## config.mk

```make
export PLATFORM = sky130hd
export DESIGN_NAME = xfer_fifo_ctl
export DESIGN_NICKNAME = d
export VERILOG_FILES = /design/src/rtl/xfer_fifo_pkg.sv /design/src/rtl/xfer_fifo_store.sv /design/src/rtl/xfer_fifo_size.sv /design/src/rtl/xfer_fifo_flags.sv /design/src/rtl/xfer_fifo_ctl.sv
export SDC_FILE = /design/constraint.sdc
export NUM_CORES = 1
export LEC_CHECK = 0
export CORE_ASPECT_RATIO = 0.9
export CORE_MARGIN = 5
export CORE_UTILIZATION = 60
export DETAILED_ROUTE_END_ITERATION = 10
export GPL_ROUTABILITY_DRIVEN = 0
export PLACE_DENSITY = 0.79
export RECOVER_POWER = 50
export SKIP_LAST_GASP = 1
export SYNTH_ARGS = -nofsm -noshare
export SYNTH_HDL_FRONTEND = slang
export SYNTH_HIERARCHICAL = 1
export SYNTH_SLANG_ARGS = --single-unit
```

## constraint.sdc

```tcl
create_clock -name clk -period 8.2 [get_ports clk]
set_clock_uncertainty 0.15 [all_clocks]
set_input_delay 2.05 -clock clk [delete_from_list [all_inputs] [get_ports clk]]
set_output_delay 2.05 -clock clk [all_outputs]
set_load 0.005 [all_outputs]
```

## src/rtl/xfer_fifo_pkg.sv

```systemverilog
package xfer_fifo_pkg;

  typedef enum logic [1:0] {
    MODE_STX = 2'b00,
    MODE_SRX = 2'b01,
    MODE_MTX = 2'b10,
    MODE_MRX = 2'b11
  } xfer_mode_e;

  function automatic logic mode_is_rx(input logic [1:0] m);
    return m[0];
  endfunction

  // decrement that holds at zero
  function automatic logic [31:0] dec_floor(input logic [31:0] v);
    return (v == 32'd0) ? 32'd0 : v - 32'd1;
  endfunction

  // occupancy after one edge with optional push and pop
  function automatic logic [31:0] occ_after(input logic [31:0] occ,
                                            input logic push,
                                            input logic pop);
    return occ + {31'd0, push} - {31'd0, pop};
  endfunction

  // pointer advance with wrap at depth
  function automatic logic [31:0] ptr_adv(input logic [31:0] p,
                                          input logic [31:0] depth);
    return (p == depth - 32'd1) ? 32'd0 : p + 32'd1;
  endfunction

endpackage

```

## src/rtl/xfer_fifo_store.sv

```systemverilog
module xfer_fifo_store
  import xfer_fifo_pkg::*;
#(
  parameter int DEPTH = 16,
  parameter int DW    = 8,
  localparam int AW   = (DEPTH > 1) ? $clog2(DEPTH) : 1,
  localparam int CW   = $clog2(DEPTH + 1)
) (
  input  logic          clk,
  input  logic          rst_n,
  input  logic          clr_i,
  input  logic          push_i,
  input  logic [DW-1:0] push_data_i,
  input  logic          pop_i,
  output logic [DW-1:0] head_o,
  output logic [CW-1:0] count_o,
  output logic [CW-1:0] count_next_o,
  output logic          full_o,
  output logic          empty_o
);

  logic [DW-1:0] mem [DEPTH];
  logic [AW-1:0] wr_ptr_q, rd_ptr_q;
  logic [CW-1:0] count_q;
  logic          do_push, do_pop;

  assign full_o  = (count_q == CW'(DEPTH));
  assign empty_o = (count_q == '0);
  assign do_push = push_i && !full_o && !clr_i;
  assign do_pop  = pop_i && !empty_o && !clr_i;
  assign head_o  = empty_o ? '0 : mem[rd_ptr_q];
  assign count_next_o = clr_i ? '0
                      : CW'(occ_after(32'(count_q), do_push, do_pop));
  assign count_o = count_q;

  always_ff @(posedge clk) begin
    if (do_push) mem[wr_ptr_q] <= push_data_i;
  end

  always_ff @(posedge clk or negedge rst_n) begin
    if (!rst_n) begin
      wr_ptr_q <= '0;
      rd_ptr_q <= '0;
      count_q  <= '0;
    end else begin
      count_q <= count_next_o;
      if (clr_i) begin
        wr_ptr_q <= '0;
        rd_ptr_q <= '0;
      end else begin
        if (do_push) wr_ptr_q <= AW'(ptr_adv(32'(wr_ptr_q), 32'(DEPTH)));
        if (do_pop)  rd_ptr_q <= AW'(ptr_adv(32'(rd_ptr_q), 32'(DEPTH)));
      end
    end
  end

  // occupancy never exceeds depth
  assert_no_overflow_R2: assert property (@(posedge clk) disable iff (!rst_n)
    count_q <= CW'(DEPTH));

  // a clear leaves the store empty
  assert_clear_empties_R11: assert property (@(posedge clk) disable iff (!rst_n)
    clr_i |=> (count_q == '0));

  // a push into a full store without a pop leaves occupancy alone
  assert_full_push_dropped_R3: assert property (@(posedge clk) disable iff (!rst_n)
    (push_i && full_o && !pop_i && !clr_i) |=> (count_q == CW'(DEPTH)));

endmodule

```

## src/rtl/xfer_fifo_size.sv

```systemverilog
module xfer_fifo_size
  import xfer_fifo_pkg::*;
#(
  parameter int SW = 6,
  parameter int CW = 5
) (
  input  logic          clk,
  input  logic          rst_n,
  input  logic          clr_i,
  input  logic [1:0]    mode_i,
  input  logic          wr_en_i,
  input  logic [SW-1:0] wr_data_i,
  input  logic          tx_pop_ok_i,
  input  logic          rx_push_ok_i,
  input  logic          done_i,
  input  logic [CW-1:0] count_i,
  input  logic [CW-1:0] count_next_i,
  output logic [SW-1:0] size_o
);

  logic [SW-1:0] size_q, size_d, size_dec;
  xfer_mode_e    md;

  assign md       = xfer_mode_e'(mode_i);
  assign size_dec = SW'(dec_floor(32'(size_q)));

  always_comb begin
    size_d = size_q;
    if (clr_i)                size_d = '0;
    else if (md == MODE_SRX)  size_d = SW'(count_next_i);
    else if (wr_en_i)         size_d = wr_data_i;
    else begin
      unique case (md)
        MODE_MTX: if (tx_pop_ok_i)  size_d = size_dec;
        MODE_MRX: if (rx_push_ok_i) size_d = size_dec;
        MODE_STX: if (done_i)       size_d = SW'(count_next_i);
        default:  size_d = size_q;
      endcase
    end
  end

  always_ff @(posedge clk or negedge rst_n) begin
    if (!rst_n) size_q <= '0;
    else        size_q <= size_d;
  end

  assign size_o = size_q;

  // slave-receive size follows the store's occupancy
  assert_slave_rx_track_R9: assert property (@(posedge clk) disable iff (!rst_n)
    (mode_i == 2'b01 && !clr_i) |=> (size_q == SW'(count_i)));

  // an accepted receive push in master-receive lowers a nonzero size by one
  assert_mrx_step_R7: assert property (@(posedge clk) disable iff (!rst_n)
    (mode_i == 2'b11 && !clr_i && !wr_en_i && rx_push_ok_i && size_q != '0)
      |=> (size_q == $past(size_q) - SW'(1)));

  // master-transmit size holds at zero on further pops
  assert_mtx_floor_R6: assert property (@(posedge clk) disable iff (!rst_n)
    (mode_i == 2'b10 && !clr_i && !wr_en_i && size_q == '0) |=> (size_q == '0));

endmodule

```

## src/rtl/xfer_fifo_flags.sv

```systemverilog
module xfer_fifo_flags
  import xfer_fifo_pkg::*;
#(
  parameter int CW     = 5,
  parameter int THRESH = 14
) (
  input  logic          clk,
  input  logic          rst_n,
  input  logic          clr_i,
  input  logic          rx_mode_i,
  input  logic          tx_ovf_evt_i,
  input  logic          rx_ovf_evt_i,
  input  logic          rx_unf_evt_i,
  input  logic [CW-1:0] count_i,
  input  logic [CW-1:0] count_next_i,
  output logic          tx_ovf_o,
  output logic          rx_ovf_o,
  output logic          rx_unf_o,
  output logic          thresh_o,
  output logic          tx_dv_o,
  output logic          rx_dv_o
);

  logic tx_ovf_q, rx_ovf_q, rx_unf_q, thresh_q;
  logic thresh_arrive;

  assign thresh_arrive = (count_next_i == CW'(THRESH)) && (count_i != CW'(THRESH));

  always_ff @(posedge clk or negedge rst_n) begin
    if (!rst_n) begin
      tx_ovf_q <= 1'b0;
      rx_ovf_q <= 1'b0;
      rx_unf_q <= 1'b0;
      thresh_q <= 1'b0;
    end else if (clr_i) begin
      tx_ovf_q <= 1'b0;
      rx_ovf_q <= 1'b0;
      rx_unf_q <= 1'b0;
      thresh_q <= 1'b0;
    end else begin
      tx_ovf_q <= tx_ovf_q | tx_ovf_evt_i;
      rx_ovf_q <= rx_ovf_q | rx_ovf_evt_i;
      rx_unf_q <= rx_unf_q | rx_unf_evt_i;
      thresh_q <= thresh_arrive;
    end
  end

  assign tx_ovf_o = tx_ovf_q;
  assign rx_ovf_o = rx_ovf_q;
  assign rx_unf_o = rx_unf_q;
  assign thresh_o = thresh_q;
  assign tx_dv_o  = !rx_mode_i && (count_i != '0);
  assign rx_dv_o  = rx_mode_i && (count_i != '0);

  // the pulse only appears while the store holds the threshold count
  assert_thresh_level_R10: assert property (@(posedge clk) disable iff (!rst_n)
    thresh_q |-> (count_i == CW'(THRESH)));

  // never two cycles in a row
  assert_thresh_single_R10: assert property (@(posedge clk) disable iff (!rst_n)
    thresh_q |=> !thresh_q);

  // transmit overflow stays until a clear
  assert_tx_ovf_sticky_R3: assert property (@(posedge clk) disable iff (!rst_n)
    (tx_ovf_q && !clr_i) |=> tx_ovf_q);

  // receive overflow stays until a clear
  assert_rx_ovf_sticky_R4: assert property (@(posedge clk) disable iff (!rst_n)
    (rx_ovf_q && !clr_i) |=> rx_ovf_q);

endmodule

```

## src/rtl/xfer_fifo_ctl.sv

```systemverilog
module xfer_fifo_ctl
  import xfer_fifo_pkg::*;
#(
  parameter int DEPTH  = 16,
  parameter int DW     = 8,
  parameter int SW     = 6,
  parameter int THRESH = 14,
  localparam int CW    = $clog2(DEPTH + 1)
) (
  input  logic          clk,
  input  logic          rst_n,
  input  logic [1:0]    mode,
  input  logic          cpu_wr_en,
  input  logic [DW-1:0] cpu_wr_data,
  input  logic          cpu_rd_en,
  output logic [DW-1:0] cpu_rd_data,
  input  logic          size_wr_en,
  input  logic [SW-1:0] size_wr_data,
  output logic [SW-1:0] size_q,
  input  logic          clr_req,
  output logic          clr_pending,
  input  logic          eng_push,
  input  logic [DW-1:0] eng_push_data,
  input  logic          eng_pop,
  output logic [DW-1:0] eng_pop_data,
  input  logic          eng_done,
  output logic          tx_ovf,
  output logic          rx_ovf,
  output logic          rx_unf,
  output logic          thresh_evt,
  output logic          tx_dv,
  output logic          rx_dv
);

  // named internal events
  logic          rx_mode, clr_go;
  logic          push_req, pop_req, push_ok, pop_ok;
  logic          tx_ovf_evt, rx_ovf_evt, rx_unf_evt;
  logic [DW-1:0] push_data, head;
  logic [CW-1:0] count, count_next;
  logic          full, empty;
  logic          clr_q;
  logic [DW-1:0] rd_q;

  assign rx_mode   = mode_is_rx(mode);
  assign clr_go    = clr_q;
  assign push_req  = rx_mode ? eng_push : cpu_wr_en;
  assign push_data = rx_mode ? eng_push_data : cpu_wr_data;
  assign pop_req   = rx_mode ? cpu_rd_en : eng_pop;
  assign push_ok   = push_req && !full && !clr_go;
  assign pop_ok    = pop_req && !empty && !clr_go;

  assign tx_ovf_evt = !rx_mode && cpu_wr_en && full;
  assign rx_ovf_evt = rx_mode && eng_push && full;
  assign rx_unf_evt = rx_mode && cpu_rd_en && empty;

  xfer_fifo_store #(.DEPTH(DEPTH), .DW(DW)) u_store (
    .clk          (clk),
    .rst_n        (rst_n),
    .clr_i        (clr_go),
    .push_i       (push_req),
    .push_data_i  (push_data),
    .pop_i        (pop_req),
    .head_o       (head),
    .count_o      (count),
    .count_next_o (count_next),
    .full_o       (full),
    .empty_o      (empty)
  );

  xfer_fifo_size #(.SW(SW), .CW(CW)) u_size (
    .clk          (clk),
    .rst_n        (rst_n),
    .clr_i        (clr_go),
    .mode_i       (mode),
    .wr_en_i      (size_wr_en),
    .wr_data_i    (size_wr_data),
    .tx_pop_ok_i  (pop_ok && !rx_mode),
    .rx_push_ok_i (push_ok && rx_mode),
    .done_i       (eng_done),
    .count_i      (count),
    .count_next_i (count_next),
    .size_o       (size_q)
  );

  xfer_fifo_flags #(.CW(CW), .THRESH(THRESH)) u_flags (
    .clk          (clk),
    .rst_n        (rst_n),
    .clr_i        (clr_go),
    .rx_mode_i    (rx_mode),
    .tx_ovf_evt_i (tx_ovf_evt),
    .rx_ovf_evt_i (rx_ovf_evt),
    .rx_unf_evt_i (rx_unf_evt),
    .count_i      (count),
    .count_next_i (count_next),
    .tx_ovf_o     (tx_ovf),
    .rx_ovf_o     (rx_ovf),
    .rx_unf_o     (rx_unf),
    .thresh_o     (thresh_evt),
    .tx_dv_o      (tx_dv),
    .rx_dv_o      (rx_dv)
  );

  always_ff @(posedge clk or negedge rst_n) begin
    if (!rst_n) begin
      clr_q <= 1'b0;
      rd_q  <= '0;
    end else begin
      clr_q <= clr_req && !clr_q;
      if (rx_mode && cpu_rd_en) rd_q <= head;
    end
  end

  assign cpu_rd_data  = rd_q;
  assign clr_pending  = clr_q;
  assign eng_pop_data = rx_mode ? '0 : head;

  // an empty read returns zero
  assert_unf_zero_R5: assert property (@(posedge clk) disable iff (!rst_n)
    rx_unf_evt |=> (cpu_rd_data == '0));

  // the clear bit drops by itself
  assert_clr_self_R11: assert property (@(posedge clk) disable iff (!rst_n)
    clr_q |=> !clr_q);

  // in a transmit mode the engine push never lands
  assert_tx_ignores_push_R13: assert property (@(posedge clk) disable iff (!rst_n)
    (!rx_mode && eng_push && !cpu_wr_en && !eng_pop && !clr_go) |=> $stable(count));

endmodule

```

==> flow_summary.ini, run 1 <==
[clocking]
count_of_hold_fix_buffers_inserted_at_cts = 0
cts_buffers = 17
root_buffer = clkbuf_16
clkLatencyLatePin_ns = 0.42
cts_setup_buffers = 0
cts-resized-gates = 0
clk_pin_slew_ns = 0.06
clock_tree.htree_level_count = 4
cts.sink_count = 160
cts-root-to-sink-buffers = 2
cts_tree = yes

[outcome]
result_of_the_run = finished with violations
violations = capacitance limit, slew limit

[yosys]
synth_area_mm2 = 0.007142
synth_commonest_cells = 128 x edfxtp_1, 32 x dfrtp_1, 32 x mux4_2
yosysTopAreaCellShare_pct = 53.82
synth_ff_type = edfxtp_1
synth-warning-count = 6
synth_fa_ha_area_share_pct = 3.259
synth_top_family_by_area = multiplexers
synthesis.area_per_instance_um2 = 15.98
yosys.area_share.simple_pct = 8.567
synth.top_cells.by_area = edfxtp_1 54%, dfrtp_1 11%, mux4_2 10%
synthXorXnorAreaFrac_pct = 0.8584
synth-edff-count = 128
synth_seq_area_share_pct = 65.03
synth_most_common_cell = edfxtp_1
synthesis.instances = 447
synth-async-reset-ratio_pct = 20.00
netlist.top_cell.by_area = edfxtp_1
synth_compound_gate_area_share_pct = 6.237
synth.mux.area_fraction_pct = 13.74
yosysUniqueCellTypes = 59
synthesis.nets = 498
ys_ff_latch = 160

[floorplan]
fp.dieW_um = 125
floorplan.rows = 37
die_y_um = 113.5
initial_utilization_pct = 61.96
placeableCoreArea_mm2 = 0.01153
die_ar_mm2 = 0.01419
ioPinCount = 62

[place]
place_inst = 654
numPortBuffers = 61
place.detailed.hpwl_mm = 10.17
detailed_place.area_mm2 = 0.007920

[routing]
drt-total-wl_mm = 14.89
initialDrtViolationCount = 480
dr_total_vias = 4134
drc_errors = 0
drt-pass1-iter-count = 5
detail_route.vias_per_cell = 6.026
detail_route.wl_per_cell_um = 21.70
ant_nets = 0

[final_layout]
final_layout_size_suffix_gt1_share_pct = 17.74
post_route_cell_area_mm2 = 0.008456
antennaDiodeCount = 0
layout.nets = 568
area.growth.synth_to_final_pct = 18.40
fillCellCount = 697
final_cells = 686

[global_routing]
global_route.overflow_total = 0
grt_start_max_net_pins = 37
first_global_vias = 4268
grt_antenna_before_repair = 0
first_pass_grt_wire_length_mm = 23.70
groute.usage.overall_pct = 22.00

[timing]
grt_setup_unrepaired = false
setup_tns_ns = 0
final_period_minus_worst_setup_slack_ns = 6.591
timing.fmax_mhz = 151.7
post_route_fraction_of_the_period_consumed_by_the_critical_path_pct = 80.38
slew_headroom_pct = -20.23
hold_violations = 0
setup_violations = 0
worst-slew-pin-transition_ns = 1.803
timing_max_transition_violations_final = 33

[critical_path]
timing.setup.critical_path_class = primary input to primary output
critical_path.endpoint_type = primary output
crit_fanout = 28
critical_path.startpoint_type = primary input
critical_path_arrival_ns = 4.39
crit_required_ns = 6.00

[worst_hold_path]
worstHoldPathType = flip-flop to flip-flop

[pwr]
power_density_mw_per_mm2 = 294.7
vdd_ir_drop_max_v = 0.0002273
power.leakage_nw = 2.919

[run]
max_cap_violations = 1
metal layers:
metal | vias to the layer above | part of all wire, % | GRT usage, %
met5 | - | 0 | 0
met4 | 0 | 1.6 | 6.936
met3 | 19 | 7.4 | 6.742
met2 | 163 | 48 | 34.11
met1 | 2088 | 43 | 30.42
li1 | 1864 | - | -
critical path, cell delays in order:
cell and delay [ns]:
dlygate4sd3_1 0.52, clkbuf_1 0.93, a21boi_0 0.32, clkdlybuf4s50_1 0.58
state kept, by name, summed over array words and instances (netlist names):
register and flops:
u_store/rd_ptr_q 4, u_size/size_o 6, clr_pending 1, u_store/mem 128
u_flags/rx_ovf_o 1, u_store/count_o 5, u_store/wr_ptr_q 4, u_flags/thresh_o 1
cpu_rd_data 8, u_flags/tx_ovf_o 1, u_flags/rx_unf_o 1
path summary, 6_finish.rpt:
| check | from | endpoint | slack [ns] | cells after the start |
|---|---|---|---|---|
| worst min register to register | u_flags/tx_ovf_o$_DFF_PN0_ | u_flags/tx_ovf_o$_DFF_PN0_ | 0.34 | 2 |
| max in group asynchronous | rst_n | u_store/rd_ptr_q[1]$_DFFE_PN0P_ | 4.23 | 2 |
| min in group asynchronous | rst_n | u_size/size_o[3]$_DFFE_PN0P_ | 2.50 | 2 |
| worst max register to register | u_store/count_o[3]$_DFF_PN0_ | u_flags/thresh_o$_DFF_PN0_ | 4.45 | 14 |
| worst min-delay path | u_flags/tx_ovf_o$_DFF_PN0_ | u_flags/tx_ovf_o$_DFF_PN0_ | 0.34 | 2 |
| worst max-delay path | mode[0] | rx_dv | 1.61 | 4 |
power breakdown:
part | switching [mW] | internal (mW) | total [mW]
logic | 0.335 | 0.366 | 0.701
registers | 0.106 | 0.963 | 1.07
clock network | 0.307 | 0.415 | 0.722
placed cells by master (no fill, tap or decap), types with 7 or more instances in the layout:
cell               n
ha_1              17
a22oi_2            7
o21ai_1            8
dfrtp_1           30
mux2_2             8
inv_1             20
nor2_1            30
edfxtp_1         128
a21oi_1           12
clkbuf_16         17
nor3_1            14
nor2b_1           19
mux2i_1            8
clkdlybuf4s50_1   57
mux2_1             8
mux4_2            32
nand2_1           19
area by class of cell:
type / count / area [um^2] / share of cell area (%)
inverter: 20 / 75.07 / 0.8878
clock inverter: 14 / 116.4 / 1.376
sequential: 160 / 4647 / 54.96
multi-input combinational: 249 / 2330 / 27.55
clock buffer: 18 / 429.2 / 5.075
tap: 156 / 195.2 / 2.308
timing repair buffer: 69 / 663.1 / 7.843
logic make-up (layout without fill, tap and decap cells):
family          Yosys count  in the layout
buf+inv                  38            121
simple gates            112            112
xor+xnor                  7              7
flops                   160            160
mux                      56             56
fa+ha+maj                18             18
compound gates           56             56
metrics by stage:
stage | hold slack (ns) | setup WS (ns) | power, mW | utilization, %
2_1_floorplan | 0.3318 | 3.315 | 1.508 | -
3_3_place_gp | 0.3268 | 2.461 | 1.758 | 68.71
3_5_place_dp | 0.3407 | 2.355 | 1.786 | 68.71
4_1_cts | 0.3541 | 2.354 | 2.511 | 73.44
5_1_grt | 0.3737 | 1.294 | 2.619 | 73.35
6_report | 0.3439 | 1.609 | 2.491 | 73.35
(Power assumes the default switching activity.)
==> inputs of run 2 (changes only) <==
--- a/config.mk
+++ b/config.mk
@@ -7,10 +7,10 @@
 export LEC_CHECK = 0
 export CORE_ASPECT_RATIO = 0.9
 export CORE_MARGIN = 5
-export CORE_UTILIZATION = 60
+export CORE_UTILIZATION = 58
 export DETAILED_ROUTE_END_ITERATION = 10
 export GPL_ROUTABILITY_DRIVEN = 0
-export PLACE_DENSITY = 0.79
+export PLACE_DENSITY = 0.77
 export RECOVER_POWER = 50
 export SKIP_LAST_GASP = 1
 export SYNTH_ARGS = -nofsm -noshare
==> constraint.sdc (replaced) <==
create_clock -name clk -period 6.63 [get_ports clk]
set_clock_uncertainty 0.15 [all_clocks]
set_input_delay 1.6575 -clock clk [delete_from_list [all_inputs] [get_ports clk]]
set_output_delay 1.6575 -clock clk [all_outputs]
set_load 0.005 [all_outputs]
==> flow_summary.ini, run 2 (same netlist as run 1, synthesis figures left out) <==
[timing]
timing.fmax_mhz = 195.6
post_route_fraction_of_the_period_consumed_by_the_critical_path_pct = 77.11
timing_max_transition_violations_final = 33
grt_setup_unrepaired = false
setup_tns_ns = 0
setup_violations = 0
final_period_minus_worst_setup_slack_ns = 5.112
hold_violations = 0
slew_headroom_pct = -20.18
worst-slew-pin-transition_ns = 1.803

[global_routing]
first_pass_grt_wire_length_mm = 24.34
first_global_vias = 4318
global_route.overflow_total = 0
grt_start_max_net_pins = 37
grt_antenna_before_repair = 0
groute.usage.overall_pct = 22.49

[final_layout]
final_layout_size_suffix_gt1_share_pct = 17.74
final_common_cell = edfxtp_1
area.growth.synth_to_final_pct = 18.83
register_with_the_highest_flop_count = u_store/mem
post_route_cell_area_mm2 = 0.008487
final_cell_mix = 128 x edfxtp_1, 57 x clkdlybuf4s50_1, 32 x mux4_2
combined_area_of_the_multi_input_logic_cells_mm2 = 0.002330
largest_reg_flops = 128
antennaDiodeCount = 0
regArea_mm2 = 0.004647
fillCellCount = 763
layout.nets = 568

[routing]
initialDrtViolationCount = 347
drc_errors = 0
ant_nets = 0
dr_total_vias = 4147
drt-total-wl_mm = 15.41
drt-pass1-iter-count = 5
detail_route.vias_per_cell = 6.010
detail_route.wl_per_cell_um = 22.33

[pwr]
seq_pwr_share_pct = 42.6
power_switching_share_pct = 29.78
post-layout-total-power_mw = 3.131
clock_share_of_power_pct = 29.8
power_density_mw_per_mm2 = 368.9
combinationalPowerShare_pct = 27.6
power.leakage_nw = 2.924
p_switching_uw = 932.1
vdd_ir_drop_max_v = 0.0002328
internal-power_mw = 2.198

[clocking]
cts.sink_count = 160
clock_tree.htree_level_count = 4
clkLatencyLatePin_ns = 0.41
cts-root-to-sink-buffers = 2
cts_setup_buffers = 0
cts_buffers = 17
cts_tree = yes
count_of_hold_fix_buffers_inserted_at_cts = 0
root_buffer = clkbuf_16
clk_pin_slew_ns = 0.06
cts-resized-gates = 0

[critical_path]
critical_path_arrival_ns = 5.29
crit_fanout = 28
timing.setup.critical_path_class = primary input to flip-flop
critical_path.endpoint_type = flip-flop
critical_path.startpoint_type = primary input
crit_required_ns = 6.81

[floorplan]
die_ar_mm2 = 0.01464
initial_utilization_pct = 59.14
floorplan.rows = 38
die_y_um = 115.3
ioPinCount = 62
fp.dieW_um = 127.0
placeableCoreArea_mm2 = 0.01208

[outcome]
result_of_the_run = finished with violations
violations = capacitance limit, slew limit

[place]
detailed_place.area_mm2 = 0.007925
place.detailed.hpwl_mm = 10.14
numPortBuffers = 61

[run]
max_cap_violations = 1

[worst_hold_path]
worstHoldPathType = flip-flop to flip-flop
run 2: changes by cell type in the layout (fill, tap and decap cells not counted), sizes merged:
| cell | delta |
|---|---|
| clkinvlp | +1 |
| buf | +1 |
| bufinv | +1 |
| inv | +1 |
| clkinv | -4 |
run 2: layout make-up:
type,instances,area share (%)
Clock buffer,19,5.101
Clock inverter,13,1.592
Inverter,20,0.8846
Multi-Input combinational cell,249,27.45
Sequential cell,160,54.75
Tap cell,160,2.359
Timing Repair Buffer,69,7.858
run 2: worst max-delay path, stage by stage:
cell           delay, ns
dlygate4sd3_1       0.53
buf_4               0.24
o21ai_0             0.44
nor3b_2             0.38
inv_1               0.09
ha_1                0.30
inv_1               0.06
ha_1                0.16
inv_1               0.06
fa_1                0.40
nor2b_1             0.19
o21bai_1            0.11
nand3_1             0.08
nor3b_1             0.30
o211ai_1            0.15
o22ai_1             0.16
run 2: per-stage QoR:
step / setup slack, ns / hold slack (ns) / util (%) / instances
floorplan: 2.137 / 0.3318 / - / 447
global placement: 1.426 / 0.3274 / 65.62 / 658
detailed placement: 1.287 / 0.3353 / 65.62 / 658
CTS: 1.485 / 0.3515 / 70.33 / 690
global route: 1.203 / 0.3761 / 70.28 / 690
finish: 1.518 / 0.3467 / 70.28 / 690
run 2: worst paths after layout:
| path | start | to | slack, ns | cells after the start |
|---|---|---|---|---|
| max | mode[0] | u_size/size_o[4]$_DFFE_PN0P_ | 1.52 | 16 |
| min | u_flags/rx_ovf_o$_DFF_PN0_ | u_flags/rx_ovf_o$_DFF_PN0_ | 0.35 | 2 |
| max reg2reg | u_store/count_o[3]$_DFF_PN0_ | u_size/size_o[4]$_DFFE_PN0P_ | 2.87 | 16 |
| min reg2reg | u_flags/rx_ovf_o$_DFF_PN0_ | u_flags/rx_ovf_o$_DFF_PN0_ | 0.35 | 2 |
| max in group asynchronous | rst_n | u_store/rd_ptr_q[1]$_DFFE_PN0P_ | 3.04 | 2 |
| min in group asynchronous | rst_n | clr_pending$_DFF_PN0_ | 2.12 | 2 |
run 2: layer usage:
metal	GRT usage (%)	vias up	share of wire [%]
li1	-	1860	-
met1	30.50	2091	42
met2	36.32	180	50
met3	5.759	16	7.5
met4	7.219	0	1.3
met5	0	-	0
run 2: power by group through the flow:
stage	registers, mW	clock network (mW)	logic, mW
after global placement	1.34	0	0.835
after floorplan	1.27	0	0.595
after CTS	1.33	0.948	0.866
after global routing	1.35	0.999	0.939
final	1.33	0.932	0.865
after detailed placement	1.35	0	0.858
